**config.mk**
```make
export PLATFORM = sky130hd
export DESIGN_NAME = tmr_irq_ctl
export DESIGN_NICKNAME = d
export VERILOG_FILES = /design/src/rtl/tmr_irq_pkg.sv /design/src/rtl/tmr_req_latch.sv /design/src/rtl/tmr_clr_decode.sv /design/src/rtl/tmr_ctl_reg.sv /design/src/rtl/tmr_irq_out.sv /design/src/rtl/tmr_irq_ctl.sv
export SDC_FILE = /design/constraint.sdc
export NUM_CORES = 1
export LEC_CHECK = 0
export BUFFER_PORTS_ARGS = -buffer_cell sky130_fd_sc_hd__buf_2
export CAP_MARGIN = 20
export CORE_AREA = 2 2 39 41
export DETAILED_ROUTE_END_ITERATION = 8
export DIE_AREA = 0 0 41 43
export PLACE_DENSITY = 0.55
export SYNTH_ARGS = -nofsm -noshare
export SYNTH_HDL_FRONTEND = slang
export SYNTH_SLANG_ARGS = --single-unit
```
**constraint.sdc**
```tcl
create_clock -name clk -period 1.1 [get_ports clk]
set_input_delay 0.11 -clock clk [delete_from_list [all_inputs] [get_ports clk]]
set_output_delay 0.11 -clock clk [all_outputs]
set_load 0.005 [all_outputs]
```
**src/rtl/tmr_irq_pkg.sv**
```systemverilog
package tmr_irq_pkg;
    localparam int REG_W     = 8;
    localparam int CLR_LSB   = 3;
    localparam int CLR_W     = 2;
    localparam int BIT_ITEN  = 5;
    localparam int BIT_TKEN  = 6;
    localparam int BIT_SNOOP = 7;

    typedef enum logic {
        LAT_IDLE = 1'b0,
        LAT_PEND = 1'b1
    } lat_state_e;
endpackage

```
**src/rtl/tmr_req_latch.sv**
```systemverilog
module tmr_req_latch
    import tmr_irq_pkg::*;
(
    input  logic clk,
    input  logic rst_n,
    input  logic set_i,
    input  logic clr_i,
    output logic pend_o
);
    lat_state_e state_q, state_d;

    always_ff @(posedge clk or negedge rst_n) begin
        if (!rst_n) state_q <= LAT_IDLE;
        else        state_q <= state_d;
    end

    // Next-state and output logic
    always_comb begin
        state_d = state_q;
        unique case (state_q)
            LAT_IDLE: if (set_i) state_d = LAT_PEND;                // SET
            LAT_PEND: if (clr_i && !set_i) state_d = LAT_IDLE;      // ACK, else HOLD
            default:  state_d = LAT_IDLE;
        endcase
        pend_o = (state_q == LAT_PEND);
    end
endmodule

```
**src/rtl/tmr_clr_decode.sv**
```systemverilog
module tmr_clr_decode
    import tmr_irq_pkg::*;
#(
    parameter int NUM_TMR = 3
) (
    input  logic               wr_en,
    input  logic [CLR_W-1:0]   code,
    output logic [NUM_TMR-1:0] clr_vec
);
    for (genvar i = 0; i < NUM_TMR; i++) begin : g_dec
        assign clr_vec[i] = wr_en && (code == CLR_W'(i + 1));
    end
endmodule

```
**src/rtl/tmr_ctl_reg.sv**
```systemverilog
module tmr_ctl_reg
    import tmr_irq_pkg::*;
(
    input  logic             clk,
    input  logic             rst_n,
    input  logic             wr_en,
    input  logic [REG_W-1:0] wr_data,
    output logic             itmr_en,
    output logic             tick_en,
    output logic             snoop,
    output logic [REG_W-1:0] rd_data
);
    always_ff @(posedge clk or negedge rst_n) begin
        if (!rst_n) begin
            itmr_en <= 1'b0;
            tick_en <= 1'b1;
            snoop   <= 1'b0;
        end else if (wr_en) begin
            itmr_en <= wr_data[BIT_ITEN];
            tick_en <= wr_data[BIT_TKEN];
            snoop   <= wr_data[BIT_SNOOP];
        end
    end

    always_comb begin
        rd_data            = '0;
        rd_data[BIT_ITEN]  = itmr_en;
        rd_data[BIT_TKEN]  = tick_en;
        rd_data[BIT_SNOOP] = snoop;
    end
endmodule

```
**src/rtl/tmr_irq_out.sv**
```systemverilog
module tmr_irq_out #(
    parameter int NUM_TMR = 3
) (
    input  logic               clk,
    input  logic               rst_n,
    input  logic [NUM_TMR-1:0] pend,
    input  logic               itmr_en,
    input  logic               tick_en,
    input  logic               tick_req,
    output logic               itmr_irq,
    output logic               tick_irq
);
    always_ff @(posedge clk or negedge rst_n) begin
        if (!rst_n) begin
            itmr_irq <= 1'b0;
            tick_irq <= 1'b0;
        end else begin
            itmr_irq <= itmr_en && (|pend);
            tick_irq <= tick_en && tick_req;
        end
    end
endmodule

```
**src/rtl/tmr_irq_ctl.sv**
```systemverilog
module tmr_irq_ctl
    import tmr_irq_pkg::*;
#(
    parameter int NUM_TMR = 3
) (
    input  logic               clk,
    input  logic               rst_n,
    input  logic               wr_en,
    input  logic [REG_W-1:0]   wr_data,
    output logic [REG_W-1:0]   rd_data,
    input  logic [NUM_TMR-1:0] tc_pulse,
    input  logic               tick_req,
    output logic               itmr_irq,
    output logic               tick_irq,
    output logic               snoop_en
);
    logic [NUM_TMR-1:0] clr_vec;
    logic [NUM_TMR-1:0] pend_vec;
    logic               itmr_en;
    logic               tick_en;

    tmr_ctl_reg u_reg (
        .clk     (clk),
        .rst_n   (rst_n),
        .wr_en   (wr_en),
        .wr_data (wr_data),
        .itmr_en (itmr_en),
        .tick_en (tick_en),
        .snoop   (snoop_en),
        .rd_data (rd_data)
    );

    tmr_clr_decode #(.NUM_TMR(NUM_TMR)) u_dec (
        .wr_en   (wr_en),
        .code    (wr_data[CLR_LSB +: CLR_W]),
        .clr_vec (clr_vec)
    );

    for (genvar i = 0; i < NUM_TMR; i++) begin : g_lat
        tmr_req_latch u_lat (
            .clk    (clk),
            .rst_n  (rst_n),
            .set_i  (tc_pulse[i]),
            .clr_i  (clr_vec[i]),
            .pend_o (pend_vec[i])
        );
    end

    tmr_irq_out #(.NUM_TMR(NUM_TMR)) u_out (
        .clk      (clk),
        .rst_n    (rst_n),
        .pend     (pend_vec),
        .itmr_en  (itmr_en),
        .tick_en  (tick_en),
        .tick_req (tick_req),
        .itmr_irq (itmr_irq),
        .tick_irq (tick_irq)
    );
endmodule

```
# Yosys cells after proc, flatten, opt, wreduce, memory -nomap -nowiden
# Index checks and enable logic that the tools add are counted.
[totals] reg_bits=8 input_bits=15 elab_cells=35
[classes] eq_ne=3 n_mux=9 bitwise=3 n_reduce_logical=12
[ops] operator="logical AND 1 bit" count=8
[ops] operator="two-way mux 1 bit" count=6
[ops] operator="one-hot mux 1 bit (2 select lines)" count=3
[ops] operator="equality test 2 bit (second input constant)" count=2
[ops] operator="zero test 1 bit" count=3
[ops] operator="NOT 1 bit" count=3
[ops] operator="OR reduction 3 bit" count=1
[ops] operator="equality test 2 x 1 -> 1 bit (second input constant)" count=1

# Depth between registers and ports, before layout
# Gate-level depths: netlist of the first run.
[logic_depth] word_depth=5 depth_mapped=2 mapped_depth_nobuf=2

# By module
# A second synthesis of the first run with hierarchy kept.
[unflattened] cells_unflattened=31 hier_area_um2=372.9
[by_module_without_submodules] mod="tmr_ctl_reg" instances=1 cells_each=15 area_each_um2=173.9 seq_area_each_um2=76.3
[by_module_without_submodules] mod="tmr_req_latch" instances=3 cells_each=3 area_each_um2=36.3 seq_area_each_um2=25.0
[by_module_without_submodules] mod="tmr_irq_out" instances=1 cells_each=4 area_each_um2=65.1 seq_area_each_um2=50.0
[by_module_without_submodules] mod="tmr_clr_decode" instances=1 cells_each=3 area_each_um2=25.0 seq_area_each_um2=0.0

# Worst setup path after synthesis of the first run
# Ideal clock, no wire load.
[synth_path] kind="flip-flop to flip-flop" from="register, netlist name u_reg.snoop" to="register u_reg.snoop" arrival_time_ns=0.629 setup_slack_ns=0.346 path_stages_with_launch=2 path_buffers=0 cell_sequence="dfrtp_1 > mux2_2"
[synth_rtl] element="end signal, assigned" line="tmr_ctl_reg.sv:21" source="snoop <= wr_data[BIT_SNOOP];"
[synth_rtl] element="end, declared" line="tmr_ctl_reg.sv:10" source="output logic snoop,"

# Final worst setup path of the first run
[layout_path] from="register u_reg.tick_en" to="output rd_data[6]"
[layout_rtl] element="start, declared" line="tmr_ctl_reg.sv:9" source="output logic tick_en,"
[layout_rtl] element="start signal, assigned" line="tmr_ctl_reg.sv:20" source="tick_en <= wr_data[BIT_TKEN];"
[layout_rtl] element="end, declared" line="tmr_irq_ctl.sv:10" source="output logic [REG_W-1:0] rd_data,"
# No word-level cell between the ends.

==> results of run 1 <==
==> cell families (layout without fill, tap and decap cells) <==
| group | after synthesis | after routing |
|---|---|---|
| simple gates | 5 | 5 |
| compound gates | 4 | 4 |
| mux | 3 | 3 |
| buf+inv | 8 | 22 |
| other cells | 1 | 5 |
| flops | 8 | 8 |
==> worst min-delay path by stage <==
| stage | cells past startpoint | slack (ns) | to |
|---|---|---|---|
| after detailed placement | 1 | -0.04 | g_lat[2].u_lat.pend_o$_DFF_PN0_ |
| after CTS | 2 | 0.03 | g_lat[0].u_lat.pend_o$_DFF_PN0_ |
| after global routing | 2 | 0.03 | g_lat[0].u_lat.pend_o$_DFF_PN0_ |
| final | 2 | 0.05 | g_lat[0].u_lat.pend_o$_DFF_PN0_ |
| after global placement | 1 | -0.04 | u_out.itmr_irq$_DFF_PN0_ |
| after floorplan | 0 | -0.19 | g_lat[0].u_lat.pend_o$_DFF_PN0_ |
==> registers in the layout, indices dropped and copies added, names as in the netlist <==
register            cells
g_lat.u_lat.pend_o      3
u_out.itmr_irq          1
u_out.tick_irq          1
u_reg.itmr_en           1
u_reg.snoop             1
u_reg.tick_en           1
==> power breakdown <==
| part | switching, mW | total, mW | internal [mW] |
|---|---|---|---|
| Combinational | 0.0362 | 0.0846 | 0.0484 |
| Sequential | 0.0114 | 0.332 | 0.321 |
| Clock | 0.0934 | 0.232 | 0.138 |
| Total | 0.141 | 0.648 | 0.507 |
==> cell usage in the layout (no fill, tap or decap) <==
master / Yosys / final
dlygate4sd3_1: 0 / 1
dfrtp_1: 7 / 7
mux2_2: 3 / 3
clkbuf_1: 0 / 1
clkbuf_4: 0 / 3
dfstp_2: 1 / 1
buf_2: 0 / 17
and2_1: 1 / 1
nand3_1: 1 / 1
a21o_1: 2 / 2
nor2_1: 2 / 2
o31a_1: 1 / 1
nand3b_1: 1 / 1
a31oi_1: 1 / 1
conb_1: 1 / 5
==> layout make-up <==
type | instances | share of cell area, %
tap | 16 | 4.43
timing repair buffer | 18 | 21.1
sequential | 8 | 44.6
multi-input combinational | 17 | 24.1
clock buffer | 4 | 5.82
==> per-layer routing <==
layer / vias up / track usage, % / part of all wire (%)
li1: 122 / - / -
met2: 14 / 11.9 / 52
met5: - / 0 / 0
met1: 106 / 9.90 / 40
met3: 0 / 3.14 / 7.6
met4: 0 / 6.00 / 0
==> stage by stage <==
| stage | total power [mW] | instance area (um2) | util, % | worst slack (ns) | instances |
|---|---|---|---|---|---|
| after global routing | 0.696 | 452 | 32.6 | 0.0717 | 63 |
| final | 0.648 | 452 | 32.6 | 0.109 | 63 |
| after detailed placement | 0.421 | 415 | 30.0 | 0.319 | 58 |
| after CTS | 0.662 | 452 | 32.6 | 0.0952 | 63 |
| after global placement | 0.419 | 415 | 30.0 | 0.321 | 58 |
| after floorplan | 0.395 | 370 | - | 0.346 | 33 |
==> timing repair <==
item	in CTS	in global routing
hold buffers	1	0
setup buffers	0	0
endpoints found under the hold margin	8	0
==> summary.md, run 1 <==
| Metric | Value |
|---|---|
| Root Driver | `clkbuf_4` |
| Worst reg-to-reg setup slack | `0.32 ns` |
| Most frequent cell after synthesis | `buf_4` |
| Die W | `41 um` |
| DRC errors left | `0` |
| Hold slack final | `0.0483 ns` |
| Top cells by area, synth | `dfrtp_1, buf_4, mux2_2, dfstp_2, a21o_1` |
| Clock-pin slew on the worst setup and hold paths | `0.06 ns` |
| Initial DRC Count | `4` |
| CP startpoint kind | `register` |
| ANT nets after route | `0` |
| Number of fill cells in the layout | `149` |
| Post-route minimum period | `0.991 ns` |
| Post-DR wirelength/cell | `9.41 um` |
| Height of the die | `43 um` |
| Max cap viols | `0` |
| CTS H-tree lvls | `1` |
| Worst Skew | `0.00474 ns` |
| Initial Util | `25.7%` |
| Adder-cell share of the synthesized area | `0%` |
| # rows | `14` |
| CTS resizes | `0` |
| Worst R2R Path Depth | `1` |
| Synth cell types | `12` |
| Status | `finished clean` |
| First-pass GRT wire length | `945 um` |
| Crit-path slowest cell | `dfstp_2` |
| Crit. End Element | `output port` |
| Post-synthesis register bit count | `8` |
| Number of global-route vias before repair | `244` |
| Ant diodes | `0` |
| Mapped cell area | `355 um2` |
| Crit path cell chain | `buf_2` |
| Crit path max-delay family | `flip-flops` |
| FF-to-FF End | `u_out.itmr_irq$_DFF_PN0_` |
| Largest area contributor in the netlist | `dfrtp_1` |
| Initial antenna violation count | `0` |
| Setup TNS | `0 ns` |
| Layout overhead on the synthesized area | `27.1%` |
| Multi-input gate area | `109 um2` |
| CP Data Arrival Time | `0.88 ns` |
| Critical Path Start | `u_reg.tick_en$_DFFE_PN1P_` |
| Share of flip-flops with an asynchronous set or reset | `100%` |
| RD Place Congestion | `0.734` |
| Clk sinks | `8` |
| DRT Pass-1 Iters | `3` |
| Final hold violations | `0` |
| HP Start | `tc_pulse[0]` |
| Part of the cycle the worst path needs | `90.1%` |
| Buf+Inv Stages, Crit Path | `1` |
| EDFF count, synth | `0` |
| Crit path required time | `0.99 ns` |
| Critical path depth | `1` |
| Unrepaired setup endpoints after global routing | `false` |
| CTS tree | `yes` |
| Final-report max-slew violation count | `0` |
| Routed WL | `593 um` |
| Sequential area share after synthesis | `56.7%` |
| CP max FO | `3` |
| # port buffers | `17` |
| Flip-flop and latch area | `201 um2` |
| Critical path capture point | `rd_data[6]` |
| Worst skew pair latency | `0.25 ns` |
| Clk buf depth | `2` |
| Io pins | `26` |
| Mux contribution to synthesized area | `9.51%` |
| Synth Warn # | `0` |
| Final #Nets | `63` |
| Aggregate global-route resource usage | `8.40%` |
| Die Footprint | `0.00176 mm2` |
| Area of the core | `0.00138 mm2` |
| Static leakage | `0.220 nW` |
| Vias | `242` |
| Worst Hold Class | `in -> reg` |
| Post-Synth XOR/XNOR Area | `0%` |
| Origin of the critical flop-to-flop path | `g_lat[1].u_lat.pend_o$_DFF_PN0_` |
| Total CTS buffers | `3` |
| Compound-Gate Fraction of Synth Area | `8.45%` |
| Area share of and/or/nand/nor cells after synthesis | `7.39%` |
| Top-area cell type share of the netlist area | `49.3%` |
| Synth Instances | `29` |
| Highest clock rate | `1.01 GHz` |
| Post-DR vias/cell | `3.84` |
| Max VDD drop | `0.000331 V` |
| Total congestion overflow | `0` |
| Largest family of logic cells by synthesized area | `buffers and inverters` |
| Most instantiated cells after synthesis | `buf_4, dfrtp_1, mux2_2` |
| Share of cells above drive strength 1 | `51.1%` |
| Commonest register cell after synthesis | `dfrtp_1` |
| Final setup violation count | `0` |
| Avg Inst Size Synth | `12.3 um2` |
| Slowest stage delay, CP | `0.53 ns` |
| Largest net degree at the start of global routing | `9` |
| Critical path class | `reg -> out` |
| Pwr/cell area | `1440 mW/mm2` |
Power figures use the tool's default switching activity.
==> run 2, diff against run 1 <==
--- a/config.mk
+++ b/config.mk
@@ -5,12 +5,14 @@
 export SDC_FILE = /design/constraint.sdc
 export NUM_CORES = 1
 export LEC_CHECK = 0
+export ABC_AREA = 1
 export BUFFER_PORTS_ARGS = -buffer_cell sky130_fd_sc_hd__buf_2
 export CAP_MARGIN = 20
 export CORE_AREA = 2 2 39 41
+export CTS_CLUSTER_SIZE = 40
 export DETAILED_ROUTE_END_ITERATION = 8
 export DIE_AREA = 0 0 41 43
-export PLACE_DENSITY = 0.55
+export PLACE_DENSITY = 0.57
 export SYNTH_ARGS = -nofsm -noshare
 export SYNTH_HDL_FRONTEND = slang
 export SYNTH_SLANG_ARGS = --single-unit
==> summary.md, run 2 <==
| Metric | Value |
|---|---|
| Slowest stage delay, CP | `0.53 ns (about the same)` |
| Clk buf depth | `2 (unchanged)` |
| CP Data Arrival Time | `0.89 ns (about the same)` |
| Final #Nets | `79 (+25%)` |
| Status | `finished clean` |
| Worst R2R Path Depth | `2 (+1)` |
| Root Driver | `clkbuf_4` |
| Crit-path slowest cell | `dfstp_2` |
| Compound-Gate Fraction of Synth Area | `5.18% (-3.3 points)` |
| Clock-pin slew on the worst setup and hold paths | `0.06 ns (about the same)` |
| Synth Warn # | `0 (unchanged)` |
| Clk sinks | `8 (unchanged)` |
| Worst Hold Class | `in -> reg` |
| Die W | `41 um (unchanged)` |
| Sequential area share after synthesis | `52.1% (-4.6 points)` |
| EDFF count, synth | `0 (unchanged)` |
| Initial DRC Count | `3 (-1)` |
| ANT nets after route | `0 (unchanged)` |
| Inst Count DP | `74 (+28%)` |
| Mux contribution to synthesized area | `0% (-9.5 points)` |
| Die Footprint | `0.00176 mm2 (unchanged)` |
| Post-DR vias/cell | `3.85 (+0.18%)` |
| CP startpoint kind | `register` |
| Initial Util | `27.9% (+2.3 points)` |
| Top cells by area, synth | `dfrtp_1, buf_4, inv_1, nand2_1, dfstp_2` |
| Total congestion overflow | `0 (unchanged)` |
| Max VDD drop | `0.000475 V (+43%)` |
| DRT Pass-1 Iters | `4 (+1)` |
| Layout overhead on the synthesized area | `23.0%` |
| Buf+Inv Stages, Crit Path | `1 (unchanged)` |
| Synth cell types | `10 (-2)` |
| Largest net degree at the start of global routing | `10 (+1)` |
| Crit. End Element | `output port` |
| Post-Synth XOR/XNOR Area | `0% (unchanged)` |
| Aggregate global-route resource usage | `8.07% (-0.33 points)` |
| Part of the cycle the worst path needs | `90.5% (+0.35 points)` |
| Post-DR wirelength/cell | `8.23 um (-13%)` |
| CTS H-tree lvls | `1 (unchanged)` |
| Crit path max-delay family | `flip-flops` |
| Crit path required time | `0.99 ns (about the same)` |
| FF-to-FF End | `u_reg.tick_en$_DFFE_PN1P_` |
| Avg Inst Size Synth | `8.40 um2 (-31%)` |
| Final hold violations | `0 (unchanged)` |
| Hold endpoint | `g_lat[0].u_lat.pend_o$_DFF_PN0_` |
| Vias | `304 (+26%)` |
| Worst reg-to-reg setup slack | `0.36 ns (+0.04 ns)` |
| Post-DP HPWL | `520 um` |
| CP max FO | `3 (unchanged)` |
| # port buffers | `17 (unchanged)` |
| Static leakage | `0.291 nW (+32%)` |
| Highest clock rate | `1.00 GHz (-0.39%)` |
| Worst skew pair latency | `0.25 ns (about the same)` |
| Io pins | `26 (unchanged)` |
| CTS tree | `yes` |
| Largest area contributor in the netlist | `dfrtp_1` |
| Critical path class | `reg -> out` |
| RD Place Congestion | `0.593 (-19%)` |
| Number of global-route vias before repair | `216 (-11%)` |
| Post-route minimum period | `0.995 ns (+0.00388 ns)` |
| Largest family of logic cells by synthesized area | `buffers and inverters` |
| Final setup violation count | `0 (unchanged)` |
| Commonest register cell after synthesis | `dfrtp_1` |
| Crit path cell chain | `buf_2` |
| Pwr/cell area | `1380 mW/mm2 (-3.8%)` |
| Number of fill cells in the layout | `157 (+5.4%)` |
| Routed WL | `650 um (+9.6%)` |
| # rows | `14 (unchanged)` |
| Multi-input gate area | `95.1 um2 (-13%)` |
| Flip-flop and latch area | `201 um2 (unchanged)` |
| Height of the die | `43 um (unchanged)` |
| Hold path depth | `3 (+1)` |
| Worst Skew | `0.00376 ns (-0.000982 ns)` |
| CTS resizes | `0 (unchanged)` |
| Post-synthesis register bit count | `8 (unchanged)` |
| Unrepaired setup endpoints after global routing | `false` |
| HP Start | `tc_pulse[0]` |
| Origin of the critical flop-to-flop path | `u_reg.tick_en$_DFFE_PN1P_` |
| Share of flip-flops with an asynchronous set or reset | `100% (unchanged)` |
| Largest register FFs | `3 (unchanged)` |
| Commonest non-fill, non-tap cell in the layout | `buf_2` |
| DRC errors left | `0 (unchanged)` |
| Top-area cell type share of the netlist area | `45.3% (-4.0 points)` |
| Share of cells above drive strength 1 | `33.3% (-18 points)` |
| Total CTS buffers | `3 (unchanged)` |
| Max cap viols | `0 (unchanged)` |
| Initial antenna violation count | `0 (unchanged)` |
| Mapped cell area | `387 um2 (+8.8%)` |
| Most frequent cells in the layout | `buf_2, inv_1, nand2_1` |
| Synth Instances | `46 (+59%)` |
| Area share of and/or/nand/nor cells after synthesis | `14.6% (+7.2 points)` |
| Adder-cell share of the synthesized area | `0% (unchanged)` |
| Most instantiated cells after synthesis | `inv_1, nand2_1, buf_4` |
| Ant diodes | `0 (unchanged)` |
| Setup TNS | `0 ns (unchanged)` |
| Final Instance Count excl. Fillers | `79 (+25%)` |
| Area of the core | `0.00138 mm2 (unchanged)` |
| First-pass GRT wire length | `841 um (-11%)` |
| Final-report max-slew violation count | `0 (unchanged)` |
-- run 2: cell types whose count changed after synthesis, sizes merged, moves of 2 or more --
cell	previous run	this run
mux2	3	0
nand3	1	3
nand2	0	10
a21o	2	0
inv	0	10
o21ai	0	3
-- run 2: cells by family (layout without fill, tap and decap cells) --
logic type	Yosys count	count (layout)
AOI/OAI and AO/OA	4	4
buffers and inverters	19	32
DFF	8	8
other	1	5
and+or+nand+nor	14	14
-- run 2: worst max-delay path by stage --
stage	slack, ns	endpoint	depth (start not counted)	start
4_1_cts	0.09	rd_data[6]	1	u_reg.tick_en$_DFFE_PN1P_
5_1_grt	0.07	rd_data[6]	1	u_reg.tick_en$_DFFE_PN1P_
6_report	0.10	rd_data[6]	1	u_reg.tick_en$_DFFE_PN1P_
2_1_floorplan	0.38	rd_data[6]	1	u_reg.tick_en$_DFFE_PN1P_
3_3_place_gp	0.37	rd_data[6]	1	u_reg.tick_en$_DFFE_PN1P_
3_5_place_dp	0.37	u_reg.tick_en$_DFFE_PN1P_	2	u_reg.tick_en$_DFFE_PN1P_
-- run 2: power breakdown --
part | internal, mW | switching (mW)
registers | 0.318 | 0.00939
logic | 0.0408 | 0.0449
clock network | 0.139 | 0.104
-- run 2: cell type report --
cell class                      count  share of cell area, %
Tap cell                           16                   4.21
Timing Repair Buffer               18                   20.0
Multi-Input combinational cell     23                   20.0
Clock buffer                        4                   5.53
Sequential cell                     8                   42.4
Inverter                           10                   7.89
-- run 2: per-layer routing --
metal | GRT usage, % | share of wire [%]
met3 | 4.71 | 13
met2 | 10.6 | 44
met4 | 8.00 | 1.7
met5 | 0 | 0
met1 | 8.17 | 41
-- run 2: repair_timing --
item                                   in CTS  in global routing
hold buffers                                1                  0
endpoints found under the hold margin       8                  0
buffers inserted                            0                  0
-- run 2: stage by stage --
| stage | utilization, % | hold WS (ns) | instance area, um2 | worst slack (ns) | power, mW |
|---|---|---|---|---|---|
| floorplan | - | -0.186 | 402 | 0.380 | 0.396 |
| global placement | 31.7 | -0.0388 | 439 | 0.370 | 0.415 |
| detailed placement | 31.7 | -0.0370 | 439 | 0.366 | 0.418 |
| CTS | 34.4 | 0.0281 | 475 | 0.0910 | 0.670 |
| global route | 34.4 | 0.0230 | 475 | 0.0679 | 0.707 |
| finish | 34.4 | 0.0355 | 475 | 0.105 | 0.657 |
